## src/rtl/ixreg_pkg.sv

```systemverilog
package ixreg_pkg;
    localparam int LANE_W = 8;
    localparam int REG_W  = 2 * LANE_W;
    localparam int LANES  = REG_W / LANE_W;

    // Snapshot of the host strobes and data taken on every cycle of an access
    typedef struct packed {
        logic              act;
        logic              is_wr;
        logic              ld;
        logic [LANES-1:0]  be;
        logic [REG_W-1:0]  data;
    } cap_t;
endpackage

```

## src/rtl/ixreg_access.sv

```systemverilog
module ixreg_access
    import ixreg_pkg::*;
#(
    parameter int WAIT_CYC = 1
) (
    input  logic             clk,
    input  logic             rst_n,
    input  logic             cs_n,
    input  logic             wr_n,
    input  logic             rd_n,
    input  logic [LANES-1:0] be,
    input  logic             ld,
    input  logic [REG_W-1:0] wdata,
    output cap_t             cap,
    output logic             rel_wr,
    output logic             rel_rd,
    output logic             ack
);
    localparam int CNT_W = $clog2(WAIT_CYC + 2);
    localparam logic [CNT_W-1:0] WAIT_LIM = CNT_W'(WAIT_CYC);

    typedef struct packed {
        cap_t             cap;
        logic [CNT_W-1:0] cnt;
    } acc_st_t;

    acc_st_t st_d, st_q;
    logic    act_now;

    always_comb begin
        act_now = !cs_n && (!wr_n || !rd_n);
        st_d    = st_q;
        if (act_now) begin
            st_d.cap.act   = 1'b1;
            st_d.cap.is_wr = !wr_n;
            st_d.cap.ld    = ld;
            st_d.cap.be    = be;
            st_d.cap.data  = wdata;
            if (st_q.cnt < WAIT_LIM) begin
                st_d.cnt = st_q.cnt + 1'b1;
            end
        end else begin
            st_d.cap.act = 1'b0;
            st_d.cnt     = '0;
        end
    end

    always_ff @(posedge clk or negedge rst_n) begin
        if (!rst_n) begin
            st_q <= '0;
        end else begin
            st_q <= st_d;
        end
    end

    // The release is the cycle in which a strobe seen last cycle is gone
    assign rel_wr = st_q.cap.act && !act_now && st_q.cap.is_wr;
    assign rel_rd = st_q.cap.act && !act_now && !st_q.cap.is_wr;
    assign ack    = act_now && (st_q.cnt >= WAIT_LIM);
    assign cap    = st_q.cap;
endmodule

```

## src/rtl/ixreg_bank.sv

```systemverilog
module ixreg_bank
    import ixreg_pkg::*;
#(
    parameter int NREG = 16,
    parameter int IDXW = 4
) (
    input  logic                  clk,
    input  logic                  rst_n,
    input  logic                  we,
    input  logic [IDXW-1:0]       widx,
    input  logic [REG_W-1:0]      wval,
    input  logic [IDXW-1:0]       ridx,
    output logic [REG_W-1:0]      rval,
    output logic [NREG*REG_W-1:0] regs_flat
);
    for (genvar g = 0; g < NREG; g++) begin : g_reg
        logic [REG_W-1:0] r_d, r_q;

        always_comb begin
            r_d = r_q;
            if (we && (widx == IDXW'(g))) begin
                r_d = wval;
            end
        end

        always_ff @(posedge clk or negedge rst_n) begin
            if (!rst_n) begin
                r_q <= '0;
            end else begin
                r_q <= r_d;
            end
        end

        assign regs_flat[g*REG_W +: REG_W] = r_q;
    end

    always_comb begin
        rval = regs_flat[int'(ridx)*REG_W +: REG_W];
    end
endmodule

```

## src/rtl/ixreg_port.sv

```systemverilog
module ixreg_port
    import ixreg_pkg::*;
#(
    parameter int NREG     = 16,
    parameter int WAIT_CYC = 1
) (
    input  logic                  clk,
    input  logic                  rst_n,
    input  logic                  cs_n,
    input  logic                  wr_n,
    input  logic                  rd_n,
    input  logic [1:0]            be,
    input  logic                  ld,
    input  logic [15:0]           wdata,
    output logic [15:0]           rd_data,
    output logic                  rd_oe,
    output logic                  ack,
    output logic [NREG*16-1:0]    regs_flat
);
    localparam int IDXW = (NREG > 1) ? $clog2(NREG) : 1;
    localparam logic [IDXW-1:0] LAST_IDX = IDXW'(NREG - 1);

    typedef struct packed {
        logic [IDXW-1:0]   idx;
        logic [LANE_W-1:0] stage;
    } port_st_t;

    port_st_t         st_d, st_q;
    cap_t             cap;
    logic             rel_wr, rel_rd;
    logic             bank_we;
    logic [REG_W-1:0] bank_wv;
    logic [REG_W-1:0] bank_rv;
    logic [IDXW-1:0]  idx_step;
    logic [IDXW-1:0]  idx_load;

    ixreg_access #(.WAIT_CYC(WAIT_CYC)) u_access (
        .clk    (clk),
        .rst_n  (rst_n),
        .cs_n   (cs_n),
        .wr_n   (wr_n),
        .rd_n   (rd_n),
        .be     (be),
        .ld     (ld),
        .wdata  (wdata),
        .cap    (cap),
        .rel_wr (rel_wr),
        .rel_rd (rel_rd),
        .ack    (ack)
    );

    ixreg_bank #(.NREG(NREG), .IDXW(IDXW)) u_bank (
        .clk       (clk),
        .rst_n     (rst_n),
        .we        (bank_we),
        .widx      (st_q.idx),
        .wval      (bank_wv),
        .ridx      (st_q.idx),
        .rval      (bank_rv),
        .regs_flat (regs_flat)
    );

    always_comb begin
        st_d     = st_q;
        bank_we  = 1'b0;
        idx_step = (st_q.idx == LAST_IDX) ? '0 : st_q.idx + 1'b1;
        // An out-of-range load (possible only when NREG is not a power of two) selects register 0
        idx_load = (int'(cap.data[IDXW-1:0]) >= NREG) ? '0 : cap.data[IDXW-1:0];
        bank_wv  = {cap.data[REG_W-1:LANE_W],
                    cap.be[0] ? cap.data[LANE_W-1:0] : st_q.stage};

        if (rel_wr && cap.ld) begin
            st_d.idx = idx_load;
        end else if (rel_wr) begin
            if (cap.be[0]) begin
                st_d.stage = cap.data[LANE_W-1:0];
            end
            if (cap.be[1]) begin
                bank_we  = 1'b1;
                st_d.idx = idx_step;
            end
        end else if (rel_rd && cap.be[1]) begin
            st_d.idx = idx_step;
        end
    end

    always_ff @(posedge clk or negedge rst_n) begin
        if (!rst_n) begin
            st_q <= '0;
        end else begin
            st_q <= st_d;
        end
    end

    assign rd_oe   = !cs_n && !rd_n;
    assign rd_data = rd_oe ? bank_rv : '0;
endmodule

```

## config.mk

```make
export PLATFORM = sky130hd
export DESIGN_NAME = ixreg_port
export DESIGN_NICKNAME = d
export VERILOG_FILES = /design/src/rtl/ixreg_pkg.sv /design/src/rtl/ixreg_access.sv /design/src/rtl/ixreg_bank.sv /design/src/rtl/ixreg_port.sv
export SDC_FILE = /design/constraint.sdc
export NUM_CORES = 1
export LEC_CHECK = 0
export BUFFER_PORTS_ARGS = -buffer_cell sky130_fd_sc_hd__buf_2
export CORE_MARGIN = 10
export CORE_UTILIZATION = 50
export DETAILED_ROUTE_END_ITERATION = 10
export MAX_ROUTING_LAYER = met4
export PLACE_DENSITY = 0.77
export SYNTH_ARGS = -nofsm -noshare
export SYNTH_HDL_FRONTEND = slang
export SYNTH_SLANG_ARGS = --single-unit
```

## constraint.sdc

```tcl
create_clock -name clk -period 2.2 [get_ports clk]
set_input_delay 0.44 -clock clk [delete_from_list [all_inputs] [get_ports clk]]
set_output_delay 0.44 -clock clk [all_outputs]
set_load 0.01 [all_outputs]
```

==> metrics, run 1 <==
multi-input combinational cell area 6570 µm²; WP data arrival 2.36 ns; Synth Instances 936; most frequent cells in the layout buf_2, dfrtp_1, mux2_2, mux2_4, nand2_1; fin nets 1304; Peak VDD IR 0.000728 V; Synth Cell Area 14000 µm²; largest net degree at the start of global routing 112; clk buf depth 3; HPWL Detailed 29.7 mm; Crit path max-delay family buffers and inverters; syn avg cell area 15.0 µm²; row count 61; CP Capture Type output pin; DR DRC count 0; CP max stage delay 0.48 ns; slowest cell on the critical path dfrtp_2; placeable core area 27800 µm²; unrepaired setup endpoints after global routing true; Fillers 2073; routed wire length 43.1 mm; Reg area 7290 µm²; sequential share of the synthesized area 51.9%; gr usage total 23.9%; DR vias/cell 5.78; maxcap violations 0; CP required 1.76 ns; number of synthesized flops with an enable pin 0; GRT overflow 0; WS Path Type reg -> out; Final Instance Area 18100 µm²; IO buf count 297; n_diodes 0; Slew Limit Fails 0; Die Y 188 µm; clock period minus worst slack 2.80 ns; initial core utilization 50.5%; DIE WIDTH 188 µm; fmax 357 MHz; Cell Area, Placed 16400 µm²; Layout area overhead 28.7%; TritonRoute pass-1 iters 5; CTS sink cnt 291; Levels on crit path 6; HP Class in -> reg; worst skew pair latency 0.56 ns; Post-Route Skew 0.0170 ns; synth warn 0; Place WS -0.114 ns; register clock-pin slew on the reported worst setup and hold paths 0.06 ns; asr flop ratio synth 100%; most common cell after layout, fill and taps aside buf_2; Min Hold Slack 0.0681 ns; Worst-Margin Slew 0.660 ns; Post-Synthesis Net Count 966; final non-filler cell total 1676; I/O Pins 298; setup TNS -8.72 ns; period utilization 127%; Worst setup SP type flip-flop; Leakage 9.74 nW; Final ANT Viol Nets 0; # placed instances 1600; Buf/Inv on CP 3; routed via count 9694; power per cell area 1060 nW/µm²; crit-path max FO 16; violated checks negative setup slack; layout cells sized above 1 65.6%; antenna violations before repair 0; Hold Path Cell Cnt 3; Num CTS Buffers 31; depth of the most critical reg-to-reg path 8; crit-path cells buf_4, or2_2, buf_12, o22ai_1, o31ai_2, buf_2; #FFs+latches synth 291; final setup margin -0.604 ns; die area 35200 µm²; synth unique cells 49; first-pass GRT wire length 64.7 mm; post-DR wirelength/cell 25.7 µm; Setup Viol. Count Final 23; GP Congestion 0.917; root buffer cell clkbuf_16; Final Hold Viols 0; Iteration-0 DRC Markers 638; H-tree depth 1; status complete, but fails checks; Top FF cell, synth dfrtp_1; Worst slew margin 56.0%; CTS tree done; vias in the first global route 10200
[synthesized netlist by cell type (2+ instances only)]
cell	count	area, µm²
a22oi_1	16	120
a31oi_1	4	25.0
a32oi_1	2	17.5
and4bb_2	2	25.0
buf_1	4	15.0
buf_2	22	110
buf_4	7	52.6
buf_6	18	203
clkbuf_1	27	101
dfrtp_1	291	7280
ha_1	6	75.1
inv_1	5	18.8
mux2_1	17	191
mux2_2	223	2510
mux2_4	96	1440
mux4_2	32	721
nand2_1	62	233
nand2b_1	2	12.5
nand3_1	5	25.0
nand4_4	9	191
nor2_1	4	15.0
nor3_4	3	48.8
nor4bb_1	2	20.0
o21ai_0	3	15.0
o22ai_1	35	219
o31ai_1	16	120
[per-stage QoR]
step           power, mW  util, %
6_report            19.2     65.1
5_1_grt             20.0     65.1
4_1_cts             18.9     64.0
3_5_place_dp        13.1     59.2
3_3_place_gp        13.0     59.2
2_1_floorplan       10.5        -
[power by group]
part | internal [mW] | leakage, nW | switching (mW)
clock | 3.18 | 0.515 | 2.18
sequential | 6.19 | 3.98 | 0.895
combinational | 3.37 | 5.24 | 3.35
[per-layer routing]
| metal | vias to the layer above | part of all wire (%) | track usage [%] |
|---|---|---|---|
| met5 | - | 0 | - |
| met4 | 0 | 2.5 | 6.89 |
| met3 | 78 | 5.9 | 4.51 |
| met2 | 330 | 48 | 36.9 |
| met1 | 5139 | 44 | 31.6 |
| li1 | 4147 | - | - |
[cell type report]
type	count	area share, %
Inverter	7	0.215
Clock inverter	13	0.886
Sequential cell	291	40.3
Clock buffer	44	4.95
Multi-Input combinational cell	560	36.4
Tap cell	378	2.62
Timing Repair Buffer	383	14.6
[worst reg2reg max path: cells and delay by family (launching register included)]
kind | cells | cell delay (ns)
buffers and inverters | 4 | 0.63
flip-flops | 1 | 0.55
AND/OR/NAND/NOR | 2 | 0.46
multiplexers | 1 | 0.31
adder cells (fa/ha/maj) | 1 | 0.15
[flip-flops by register name, summed over array words and instances (netlist names)]
name and cells:
u_access.st_q 2, u_bank.g.r_q 256, u_access.cap 21, st_q 12
[logic make-up after synthesis]
logic type | Yosys count | synth area share [%]
compound gates | 84 | 4.20
simple gates | 100 | 4.95
buf+inv | 85 | 3.67
xor+xnor | 1 | 0.0624
mux | 369 | 34.7
fa+ha+maj | 6 | 0.535
flops | 291 | 51.9
[worst paths after layout]
path                                                  to       startpoint  slack (ns)
worst max-delay path                         rd_data[12]          st_q[8]       -0.60
worst min-delay path                    u_access.cap[12]        wdata[12]        0.07
worst max register to register  u_bank.g_reg[15].r_q[10]          st_q[9]       -0.01
worst min register to register           u_access.cap[5]  u_access.cap[5]        0.48
max in group asynchronous        u_bank.g_reg[6].r_q[11]            rst_n        1.14
min in group asynchronous         u_bank.g_reg[2].r_q[2]            rst_n        0.26
[timing repair]
| action | 4_1_cts | 5_1_grt |
|---|---|---|
| hold buffers | 1 | 0 |
| hold endpoints to repair | 94 | 0 |
| resized for setup | 37 | 28 |
| setup endpoints to repair | 16 | 75 |
| buffers inserted | 5 | 10 |
| pin swaps | 8 | 9 |
| cloned | 2 | 3 |
Power figures use the tool's default switching activity.
==> run 2: changes to the inputs <==
--- a/config.mk
+++ b/config.mk
@@ -5,12 +5,14 @@
 export SDC_FILE = /design/constraint.sdc
 export NUM_CORES = 1
 export LEC_CHECK = 0
+export ABC_AREA = 1
 export BUFFER_PORTS_ARGS = -buffer_cell sky130_fd_sc_hd__buf_2
 export CORE_MARGIN = 10
 export CORE_UTILIZATION = 50
 export DETAILED_ROUTE_END_ITERATION = 10
 export MAX_ROUTING_LAYER = met4
-export PLACE_DENSITY = 0.77
+export PLACE_DENSITY = 0.79
+export RECOVER_POWER = 50
 export SYNTH_ARGS = -nofsm -noshare
 export SYNTH_HDL_FRONTEND = slang
 export SYNTH_SLANG_ARGS = --single-unit
==> metrics, run 2 <==
Final Hold Viols 0; Setup Viol. Count Final 32; row count 62; post-DR wirelength/cell 20.7 µm; Peak VDD IR 0.000722 V; DIE WIDTH 190 µm; register clock-pin slew on the reported worst setup and hold paths 0.06 ns; Compound-Gate Fraction of Synth Area 9.94%; I/O Pins 298; Iteration-0 DRC Markers 1858; Synth Cell Area 14400 µm²; status complete, but fails checks; CTS sink cnt 291; TritonRoute pass-1 iters 7; Post-Route Skew 0.0126 ns; fin nets 2245; HP Class in -> reg; routed via count 14400; first-pass GRT wire length 78.5 mm; worst skew pair latency 0.57 ns; #FFs+latches synth 291; CP max stage delay 0.42 ns; IO buf count 297; antenna violations before repair 0; mux share of post-synthesis cell area 0.487%; clk buf depth 3; unrepaired setup endpoints after global routing true; Worst-Margin Slew 1.60 ns; H-tree depth 1; crit-path max FO 16; clock period minus worst slack 2.72 ns; vias in the first global route 13300; largest family of logic cells by synthesized area simple AND/OR/NAND/NOR gates; largest net degree at the start of global routing 72; most common cell in the synthesized netlist nand2_1; WS Path Type reg -> out; most frequent cells in the layout nand2_1, buf_2, dfrtp_1, inv_1, o21ai_0; Post-synth top cells nand2_1, dfrtp_1, inv_1, o21ai_0, nand3_1; Hold Path Cell Cnt 2; period utilization 124%; die area 36000 µm²; WP data arrival 2.28 ns; Tot Pwr 22.3 mW; Place WS -0.00801 ns; syn avg cell area 7.44 µm²; most common cell after layout, fill and taps aside nand2_1; violated checks max-capacitance violations, max-slew violations, negative setup slack; HPWL Detailed 36.5 mm; placeable core area 28500 µm²; Layout area overhead 26.1%; Synth Instances 1934; synth unique cells 24; XOR/XNOR Fraction of Synth Area 0.0608%; Top FF cell, synth dfrtp_1; slowest cell on the critical path dfrtp_1; depth of the most critical reg-to-reg path 10; CTS tree done; Slew Limit Fails 25; setup TNS -10.67 ns; Die Y 190 µm; DR DRC count 0; routed wire length 54.4 mm; Leakage 9.58 nW; Worst slew margin -6.44%; root buffer cell clkbuf_16; initial core utilization 50.4%; Largest Register u_bank.g.r_q; Synth Area in Simple Gates 26.8%; CP required 1.76 ns; Final ANT Viol Nets 0; dominant cells by area after synthesis dfrtp_1, nand2_1, o21ai_0, inv_1, nand3_1; final core occ 63.6%; Min Hold Slack 0.0695 ns; layout cells sized above 1 22.3%; asr flop ratio synth 100%; Crit path max-delay family simple AND/OR/NAND/NOR gates; number of synthesized flops with an enable pin 0; Num CTS Buffers 30; gr usage total 28.6%; synth warn 0; Largest register FFs 256; Yosys top cell area share 50.6%; n_diodes 0; fmax 368 MHz; Levels on crit path 9; most used cell, CP nand2_1; Worst setup SP type flip-flop; final setup margin -0.519 ns; DR vias/cell 5.49; GP Congestion 0.952; power per cell area 1230 nW/µm²; Post-Synthesis Net Count 1964; area leader, netlist dfrtp_1; Synth Area in Adders 0.521%; CP Capture Type output pin; GRT overflow 0; crit-path cells inv_1, nand2_1, inv_1, buf_12, nand2_1, nand2_1, nor2_2, nor2_4, buf_2; sequential share of the synthesized area 50.6%; maxcap violations 1; Buf/Inv on CP 4
[run 2: cell types whose count changed after synthesis, sizes merged, moves of 6 or more]
cell,change
nand2,+673
mux2,-336
inv,+277
o21ai,+276
nand3,+144
nor2,+50
o22ai,-35
mux4,-32
clkbuf,+31
a22oi,-16
o31ai,-15
buf,+11
nand4,-10
mux2i,+6
[run 2: metal layers]
| metal | GRT usage [%] | wire [µm] |
|---|---|---|
| met2 | 42.9 | 24500 |
| met5 | - | 0 |
| met4 | 14.7 | 3360 |
| met3 | 4.71 | 5580 |
| met1 | 37.0 | 20900 |
[run 2: cells by family after synthesis]
group                      count (synthesis)
muxes                                      7
buffers and inverters                    406
and+or+nand+nor                          939
xor gates and xnor gates                   1
adders and majority gates                  6
DFF                                      291
AOI/OAI and AO/OA                        284
[run 2: layout make-up]
cell class | instances | area (µm²)
fill | 2483 | 10400
sequential | 291 | 7290
multi-input combinational | 1248 | 5860
timing repair buffer | 358 | 2340
inverter | 286 | 1090
clock buffer | 39 | 866
tap | 384 | 480
clock inverter | 17 | 238
[run 2: per-stage QoR]
step | cells | cell area [µm²]
after floorplan | 1934 | 14400
after global placement | 2545 | 16400
after detailed placement | 2545 | 16400
after CTS | 2606 | 17700
after global routing | 2623 | 18200
final | 2623 | 18200
[run 2: worst paths after layout]
check,startpoint,slack [ns],endpoint
worst max-delay path,st_q[11],-0.52,rd_data[8]
worst min-delay path,wr_n,0.07,u_access.cap[19]
worst max register to register,st_q[8],-0.24,u_bank.g_reg[8].r_q[3]
worst min register to register,st_q[0],0.49,st_q[0]
max in group asynchronous,rst_n,0.15,st_q[8]
min in group asynchronous,rst_n,0.91,u_access.cap[8]
[run 2: repair_timing]
action	in CTS	in global routing
cloned	2	14
hold buffers	1	0
resized for setup	38	65
endpoints found under the hold margin	24	0
setup buffers	2	3
setup endpoints to repair	16	114
pin swaps	7	12
[run 2: where the power goes]
group / switching, mW / internal [mW] / leakage [nW]
clock: 2.21 / 3.46 / 0.552
combinational: 6.17 / 3.27 / 5.06
sequential: 0.918 / 6.31 / 3.98
total: 9.30 / 13.0 / 9.58
